--- config.mk ---
export PLATFORM = sky130hd
export DESIGN_NAME = fser_byte_tx
export DESIGN_NICKNAME = d
export VERILOG_FILES = /design/src/rtl/fser_tx_pkg.sv /design/src/rtl/fser_half_timer.sv /design/src/rtl/fser_bit_shifter.sv /design/src/rtl/fser_byte_tx.sv
export SDC_FILE = /design/constraint.sdc
export NUM_CORES = 1
export LEC_CHECK = 0
export ABC_CLOCK_PERIOD_IN_PS = 3170
export BUFFER_PORTS_ARGS = -buffer_cell sky130_fd_sc_hd__buf_2
export CAP_MARGIN = 20
export CORE_ASPECT_RATIO = 0.7
export CORE_MARGIN = 2
export CORE_UTILIZATION = 59
export DETAILED_ROUTE_END_ITERATION = 10
export PLACE_DENSITY = 0.85
export SLEW_MARGIN = 20
export SYNTH_ARGS = -nofsm -noshare
export SYNTH_HDL_FRONTEND = slang
export SYNTH_SLANG_ARGS = --single-unit
--- constraint.sdc ---
create_clock -name clk -period 3.17 [get_ports clk]
set_input_delay 0.634 -clock clk [delete_from_list [all_inputs] [get_ports clk]]
set_output_delay 0.634 -clock clk [all_outputs]
set_load 0.05 [all_outputs]
--- src/rtl/fser_tx_pkg.sv ---
package fser_tx_pkg;

  typedef enum logic [1:0] {
    ST_IDLE  = 2'd0,
    ST_WAIT  = 2'd1,
    ST_SHIFT = 2'd2
  } tx_state_e;

  // clock cycles in one SRQ half-period
  function automatic int half_cycles(input int mhz, input int us);
    return mhz * us;
  endfunction

  // pre-send gate: bypass bit, or CLK at the level named by bit 0
  function automatic logic clk_ready(input logic [1:0] fl, input logic clk_line);
    return fl[1] | (clk_line == fl[0]);
  endfunction

endpackage

--- src/rtl/fser_half_timer.sv ---
module fser_half_timer #(
  parameter int HALF_CYC = 500
) (
  input  logic clk,
  input  logic rst_n,
  input  logic run,
  output logic tick
);
  localparam int CW = (HALF_CYC > 1) ? $clog2(HALF_CYC) : 1;
  localparam logic [CW-1:0] LAST = CW'(HALF_CYC - 1);

  logic [CW-1:0] cnt;

  assign tick = run && (cnt == LAST);

  always_ff @(posedge clk) begin
    if (!rst_n)            cnt <= '0;
    else if (!run || tick) cnt <= '0;
    else                   cnt <= cnt + 1'b1;
  end
endmodule

--- src/rtl/fser_bit_shifter.sv ---
module fser_bit_shifter #(
  parameter int WIDTH = 8
) (
  input  logic             clk,
  input  logic             rst_n,
  input  logic             load,
  input  logic [WIDTH-1:0] load_val,
  input  logic             advance,
  output logic             cur_bit,
  output logic             last_bit
);
  localparam int IW = (WIDTH > 1) ? $clog2(WIDTH) : 1;
  localparam logic [IW-1:0] TOP = IW'(WIDTH - 1);

  logic [WIDTH-1:0] sh;
  logic [IW-1:0]    left;

  assign cur_bit  = sh[WIDTH-1];
  assign last_bit = (left == '0);

  always_ff @(posedge clk) begin
    if (!rst_n) begin
      sh   <= '0;
      left <= '0;
    end else if (load) begin
      sh   <= load_val;
      left <= TOP;
    end else if (advance) begin
      sh   <= sh << 1;
      left <= left - 1'b1;
    end
  end
endmodule

--- src/rtl/fser_byte_tx.sv ---
module fser_byte_tx
  import fser_tx_pkg::*;
#(
  parameter int CLK_MHZ = 125,
  parameter int HALF_US = 4,
  parameter int WIDTH   = 8
) (
  input  logic             clk,
  input  logic             rst_n,
  input  logic             start_i,
  input  logic [WIDTH-1:0] byte_i,
  input  logic [1:0]       flags_i,
  input  logic             atn_line_i,
  input  logic             clk_line_i,
  output logic             srq_drv_o,
  output logic             data_drv_o,
  output logic             done_o,
  output logic             atn_seen_o
);
  localparam int HALF_CYC = half_cycles(CLK_MHZ, HALF_US);

  tx_state_e  state;
  logic [1:0] held_flags;
  logic       phase;     // 0: bit set up, SRQ released; 1: SRQ driven
  logic       done_q;
  logic       seen_q;

  // named events, also used by the checker
  logic busy, in_wait, in_shift, skip_flag, atn_active;
  logic accept, go_shift, abort_now, tick, strobe_end;
  logic cur_bit, last_bit, finish, adv;

  assign busy       = (state != ST_IDLE);
  assign in_wait    = (state == ST_WAIT);
  assign in_shift   = (state == ST_SHIFT);
  assign skip_flag  = held_flags[1];
  assign atn_active = ~atn_line_i;
  assign accept     = start_i && (state == ST_IDLE);
  assign abort_now  = busy && atn_active;
  assign go_shift   = in_wait && !atn_active && clk_ready(held_flags, clk_line_i);
  assign strobe_end = in_shift && tick && phase && !atn_active;
  assign finish     = strobe_end && last_bit;
  assign adv        = strobe_end && !last_bit;

  fser_half_timer #(.HALF_CYC(HALF_CYC)) u_timer (
    .clk   (clk),
    .rst_n (rst_n),
    .run   (in_shift),
    .tick  (tick)
  );

  fser_bit_shifter #(.WIDTH(WIDTH)) u_shift (
    .clk      (clk),
    .rst_n    (rst_n),
    .load     (accept),
    .load_val (byte_i),
    .advance  (adv),
    .cur_bit  (cur_bit),
    .last_bit (last_bit)
  );

  always_ff @(posedge clk) begin
    if (!rst_n) begin
      state      <= ST_IDLE;
      held_flags <= '0;
      phase      <= 1'b0;
      done_q     <= 1'b0;
      seen_q     <= 1'b0;
    end else begin
      done_q <= 1'b0;
      unique case (state)
        ST_IDLE: begin
          if (accept) begin
            state      <= ST_WAIT;
            held_flags <= flags_i;
            seen_q     <= 1'b0;
          end
        end
        ST_WAIT: begin
          if (abort_now) begin
            state  <= ST_IDLE;
            done_q <= 1'b1;
            seen_q <= 1'b1;
          end else if (go_shift) begin
            state <= ST_SHIFT;
            phase <= 1'b0;
          end
        end
        ST_SHIFT: begin
          if (abort_now) begin
            state  <= ST_IDLE;
            phase  <= 1'b0;
            done_q <= 1'b1;
            seen_q <= 1'b1;
          end else if (tick) begin
            phase <= ~phase;
            if (finish) begin
              state  <= ST_IDLE;
              done_q <= 1'b1;
            end
          end
        end
        default: state <= ST_IDLE;
      endcase
    end
  end

  assign srq_drv_o  = in_shift & phase;
  assign data_drv_o = in_shift & ~cur_bit;
  assign done_o     = done_q;
  assign atn_seen_o = seen_q;

endmodule

-- Yosys cells after proc, flatten, opt, wreduce, memory -nomap -nowiden
Index checks and enable logic that the tools add are counted.
- bits in registers: 27
- input bits: 15
- word-level logic and storage cells: 77
- output and inout bits: 4
- bitwise logic cells: 7
- add/subtract/negate cells: 2
- eq/ne operators: 11
- mux-type cells: 24
- reductions and logical operators: 25
- operators by type and width (operator ; number):
    two-way mux 8 bit ; 2
    two-way mux 2 bit ; 6
    logical AND 1 bit ; 10
    two-way mux 1 bit ; 10
    adder 9 x 1 -> 9 bit (second input constant) ; 1
    equality test 9 bit (second input constant) ; 1
    != test 3 x 1 -> 1 bit (second input constant) ; 3
    AND reduction 4 bit ; 2
    nonzero test 2 bit ; 4
    two-way mux 3 bit ; 2
    case mux 1 bit (2 select lines) ; 3
    case mux 2 bit (3 select lines) ; 1
    != test 2 x 1 -> 1 bit (second input constant) ; 2
    != test 2 bit (second input constant) ; 2
    inverter 1 bit ; 4
    OR reduction 2 bit ; 2
    zero test 3 bit ; 1
    AND reduction 3 bit ; 1
    subtractor 3 x 1 -> 3 bit (second input constant) ; 1
    AND 1 bit ; 2
    equality test 2 x 1 -> 1 bit (second input constant) ; 1
    equality test 2 bit (second input constant) ; 1
    zero test 1 bit ; 2
    zero test 2 bit ; 1
    4 further kinds ; 4

-- Logic depth before layout (Yosys ltp)
- depth after elaboration: 10
- mapped depth: 8

-- By module
A second synthesis with hierarchy kept.
- cell total of the unflattened synthesis: 155
- area, all modules: 1430.1 um^2
- by module, submodules not included (module ; area an instance (um^2) ; cells an instance ; times used):
    fser_bit_shifter ; 563.0 ; 51 ; 1
    fser_byte_tx ; 447.9 ; 55 ; 1
    fser_half_timer ; 419.2 ; 49 ; 1

-- Least setup slack after synthesis
OpenSTA, ideal clock, no wires.
- path type: register -> output
- from: register state[0]
- to: output data_drv_o
- arrival time: 1317 ps
- path slack: 1219 ps
- cell stages (with the launch flop): 4
- cells stage by stage: dfxtp_1 > inv_1 > ha_1 > nor2b_1
- word-level cells in the longest chain between the ends: 2
- ends and longest elaborated chain (element ; RTL line ; text):
    start: declaration ; fser_byte_tx.sv:22 ; tx_state_e state;
    start signal: assignment ; fser_byte_tx.sv:64 ; state <= ST_IDLE;
    start signal: assignment ; fser_byte_tx.sv:74 ; state <= ST_WAIT;
    start signal: assignment ; fser_byte_tx.sv:81 ; state <= ST_IDLE;
    equality test 2 bit ; fser_byte_tx.sv:35 ; assign in_shift = (state == ST_SHIFT);
    AND 1 bit ; fser_byte_tx.sv:109 ; assign data_drv_o = in_shift & ~cur_bit;
    end: declaration ; fser_byte_tx.sv:16 ; output logic data_drv_o,
No other way between the ends.

-- Final worst setup path
- from: register state[0]
- to: register u_shift.left[1]
- word-level cells in the longest chain between the ends: 7
- elaborated cells on any way between the ends: 10
- ends and longest elaborated chain (element ; RTL line ; text):
    equality test 2 bit ; fser_byte_tx.sv:35 ;
    logical AND 1 bit ; fser_half_timer.sv:14 ; assign tick = run && (cnt == LAST);
    logical AND 1 bit (3 in a row) ; fser_byte_tx.sv:41 ; assign strobe_end = in_shift && tick && phase && !atn_active;
    logical AND 1 bit ; fser_byte_tx.sv:43 ; assign adv = strobe_end && !last_bit;
    nonzero test 2 bit (no source line) ; n/a ;
    end signal: assignment ; fser_bit_shifter.sv:30 ; left <= left - 1'b1;
    end: declaration ; fser_bit_shifter.sv:16 ; logic [IW-1:0] left;
Parallel ways exist; a longest one is shown, timed or not.
A chain may end at the register's enable or synchronous reset.

==> results.ini <==
[floorplanning]
core_area_sq_um=2155
start_util_pct=62.08
dieArea_sq_um=2670
fp.dieH_microns=43.84
rows=14
ioPinCount=19
die_w_microns=60.91

[clocking]
cts_buffer_depth=2
cts_tree=done
cts_buffers=3
post_cts_resized=0
root_buffer=clkbuf_4
holdBufCountCts=0
cts_sinks=27
insertion_delay_ns=0.33
htree_levels=1
post_cts_buffers=0
cts.reportedPaths.clkPinSlew_ns=0.14

[synth]
yosys_warnings=0
syn_area_sq_um=1338
synth-seq-cells=27
synthFlopType=dfxtp_1
synthCells=147
ys_async_sr_fraction_pct=0
yosysUniqueCellTypes=34
yosysSeqAreaShare_pct=40.41
synth.avg_cell_area_sq_um=9.099
synth_area_leaders=dfxtp_1 (40%), mux2i_1 (6.7%), ha_1 (5.6%), xnor2_1 (4.6%), o21ai_0 (4.5%)
syn_nets=168
synth_top_area_share_pct=40.41
synth_edf_count=0
synth_top_area_cell=dfxtp_1

[sta]
finalSetupViolations=0
hold_violations=0
period_needed_ns=2.135
timing.fmax_mhz=468.3
fin_skew_ns=0.005096
timing.setup.tns_ns=0
drv_slew=0
rsz0062_at_grt=no
post-route-period-util_pct=67.36
relSlewSlack_pct=63.42
worstMarginPinSlew_ns=0.5473
timing.hold.ws_ns=0.4561

[routing]
dr.pass1.iters=4
ant_nets=0
wl_per_cell_microns=12.56
wirelength_microns=2449
first_iter_violations=76
remaining_drc_errors=0
via_count=1047
viasPerCell=5.369

[global_routing]
grt_usage_pct=20.44
grt_max_degree=22
grt_pass1_vias=921
grt_pass1_wl_microns=3946
grt_overflow=0
antenna_found_initial=0

[finish]
layout-drive-gt1-share_pct=16.56
layout.nets=185
diodes=0
final_area_sq_um=1466
post-route-util_pct=68.06
post_layout_nonfiller_instances=195
syn2layout_area_growth_pct=9.635

[power]
powerDensity_nw_per_um2=578.4
p_leak_uw=0.0005819
ir_drop_mv=0.3221

[worst_setup_path]
crit_type=reg -> reg
worst_r2r_path_depth=7
r2r-start=state[0]$_SDFFE_PN0P_
r2r_slack_ns=1.03
critPathMaxFanout=7
critPathArrivalTime_ns=2.40
r2r-end=u_shift.left[1]$_SDFFE_PN0P_
crit_path_end_kind=flop
startpoint_type=flop
required_ns=3.43

[hold_path]
min-delay-path-class=reg -> reg
hold_path_end=u_timer.cnt[0]$_SDFF_PP0_
hp-start=u_timer.cnt[0]$_SDFF_PP0_
hold_depth=1

[placed_design]
place_inst=191
placed_area_sq_um=1439
dp_hpwl_microns=1880
io_buffers=18
place_congestion=0.8178

[status]
outcome=complete, no violations

[run]
max_cap_viol_count=0

## layer usage
metal / vias to the layer above / global-route usage (%) / wire (microns)
met5: - / 0 / 0
met4: 0 / 6.087 / 18
met3: 2 / 6.269 / 88
met2: 19 / 34.84 / 1183
met1: 474 / 24.81 / 1160
li1: 552 / - / -
## per-stage QoR
step | power [uW] | worst slack (ns)
after floorplan | 643.6 | 1.219
after global placement | 690.5 | 0.9538
after detailed placement | 706.8 | 0.9169
after CTS | 855.3 | 1.008
after global routing | 909.9 | 0.8546
final | 848.1 | 1.035
## worst max-delay path, stage by stage, from the launching register on
cell,delay [ns]
dfxtp_1,0.35
inv_1,0.08
ha_1,0.28
nand3_1,0.15
nor4b_4,0.47
buf_4,0.25
mux2_2,0.33
a21boi_0,0.16
## final cells by class
| cell class | count | area (sq um) |
|---|---|---|
| clock buffers | 3 | 22.52 |
| clock inverters | 1 | 5.005 |
| fillers | 190 | 688.2 |
| inverters | 8 | 30.03 |
| multi-input cells | 105 | 730.7 |
| flip-flops and latches | 27 | 540.5 |
| well taps | 32 | 40.04 |
| repair buffers | 19 | 97.59 |
## power by group
part | internal, uW | switching (uW)
clock network | 47.5 | 101
logic | 111 | 172
registers | 388 | 28.5
total | 546 | 302
## synth_stat cells, drive strengths merged (2+ instances only)
cell type   n
nand2       9
a21oi       8
inv         8
nand4       2
and3        4
nor2b       3
dfxtp      27
xor2        2
buf         3
xnor2       7
nand3       8
a21boi      6
ha          6
nor2       12
mux2i       9
o22ai       2
clkbuf      4
and2        2
o21ai      12
nand2b      2
## logic make-up after synthesis
group | synth area share [%]
muxes | 7.577
buffers and inverters | 4.958
DFF | 40.41
xor gates and xnor gates | 5.894
AOI/OAI and AO/OA | 16.18
adders and majority gates | 5.613
and+or+nand+nor | 19.36
## sequential cells by signal (all words and copies together), names as in the netlist
signal and count:
u_shift.left 3, state 2, u_shift.sh 8, atn_seen_o 1
phase 1, held_flags 2, u_timer.cnt 9, done_o 1
## cell usage in the layout (no fill, tap or decap), types with 2 or more instances in the layout
master	n
a21boi_0	4
a21boi_1	2
a21oi_1	8
and2_1	2
and3_1	4
buf_2	18
clkbuf_4	3
dfxtp_1	27
ha_1	6
inv_1	8
mux2i_1	9
nand2_1	9
nand2b_1	2
nand3_1	8
nor2_1	12
nor2b_1	3
o21ai_0	12
o22ai_1	2
xnor2_1	7
xor2_1	2
## how the worst max path moves through the flow
stage                                          from                           end  slack [ns]  cells past startpoint
after floorplan               state[0]$_SDFFE_PN0P_                    data_drv_o        1.22                      3
after global placement                   atn_line_i  u_shift.left[1]$_SDFFE_PN0P_        0.95                      6
after detailed placement                 atn_line_i  u_shift.left[1]$_SDFFE_PN0P_        0.92                      6
after CTS                     state[0]$_SDFFE_PN0P_  u_shift.left[1]$_SDFFE_PN0P_        1.01                      7
after global routing      u_timer.cnt[0]$_SDFF_PP0_  u_shift.left[1]$_SDFFE_PN0P_        0.85                      6
final                         state[0]$_SDFFE_PN0P_  u_shift.left[1]$_SDFFE_PN0P_        1.03                      7
(Power assumes the default switching activity.)
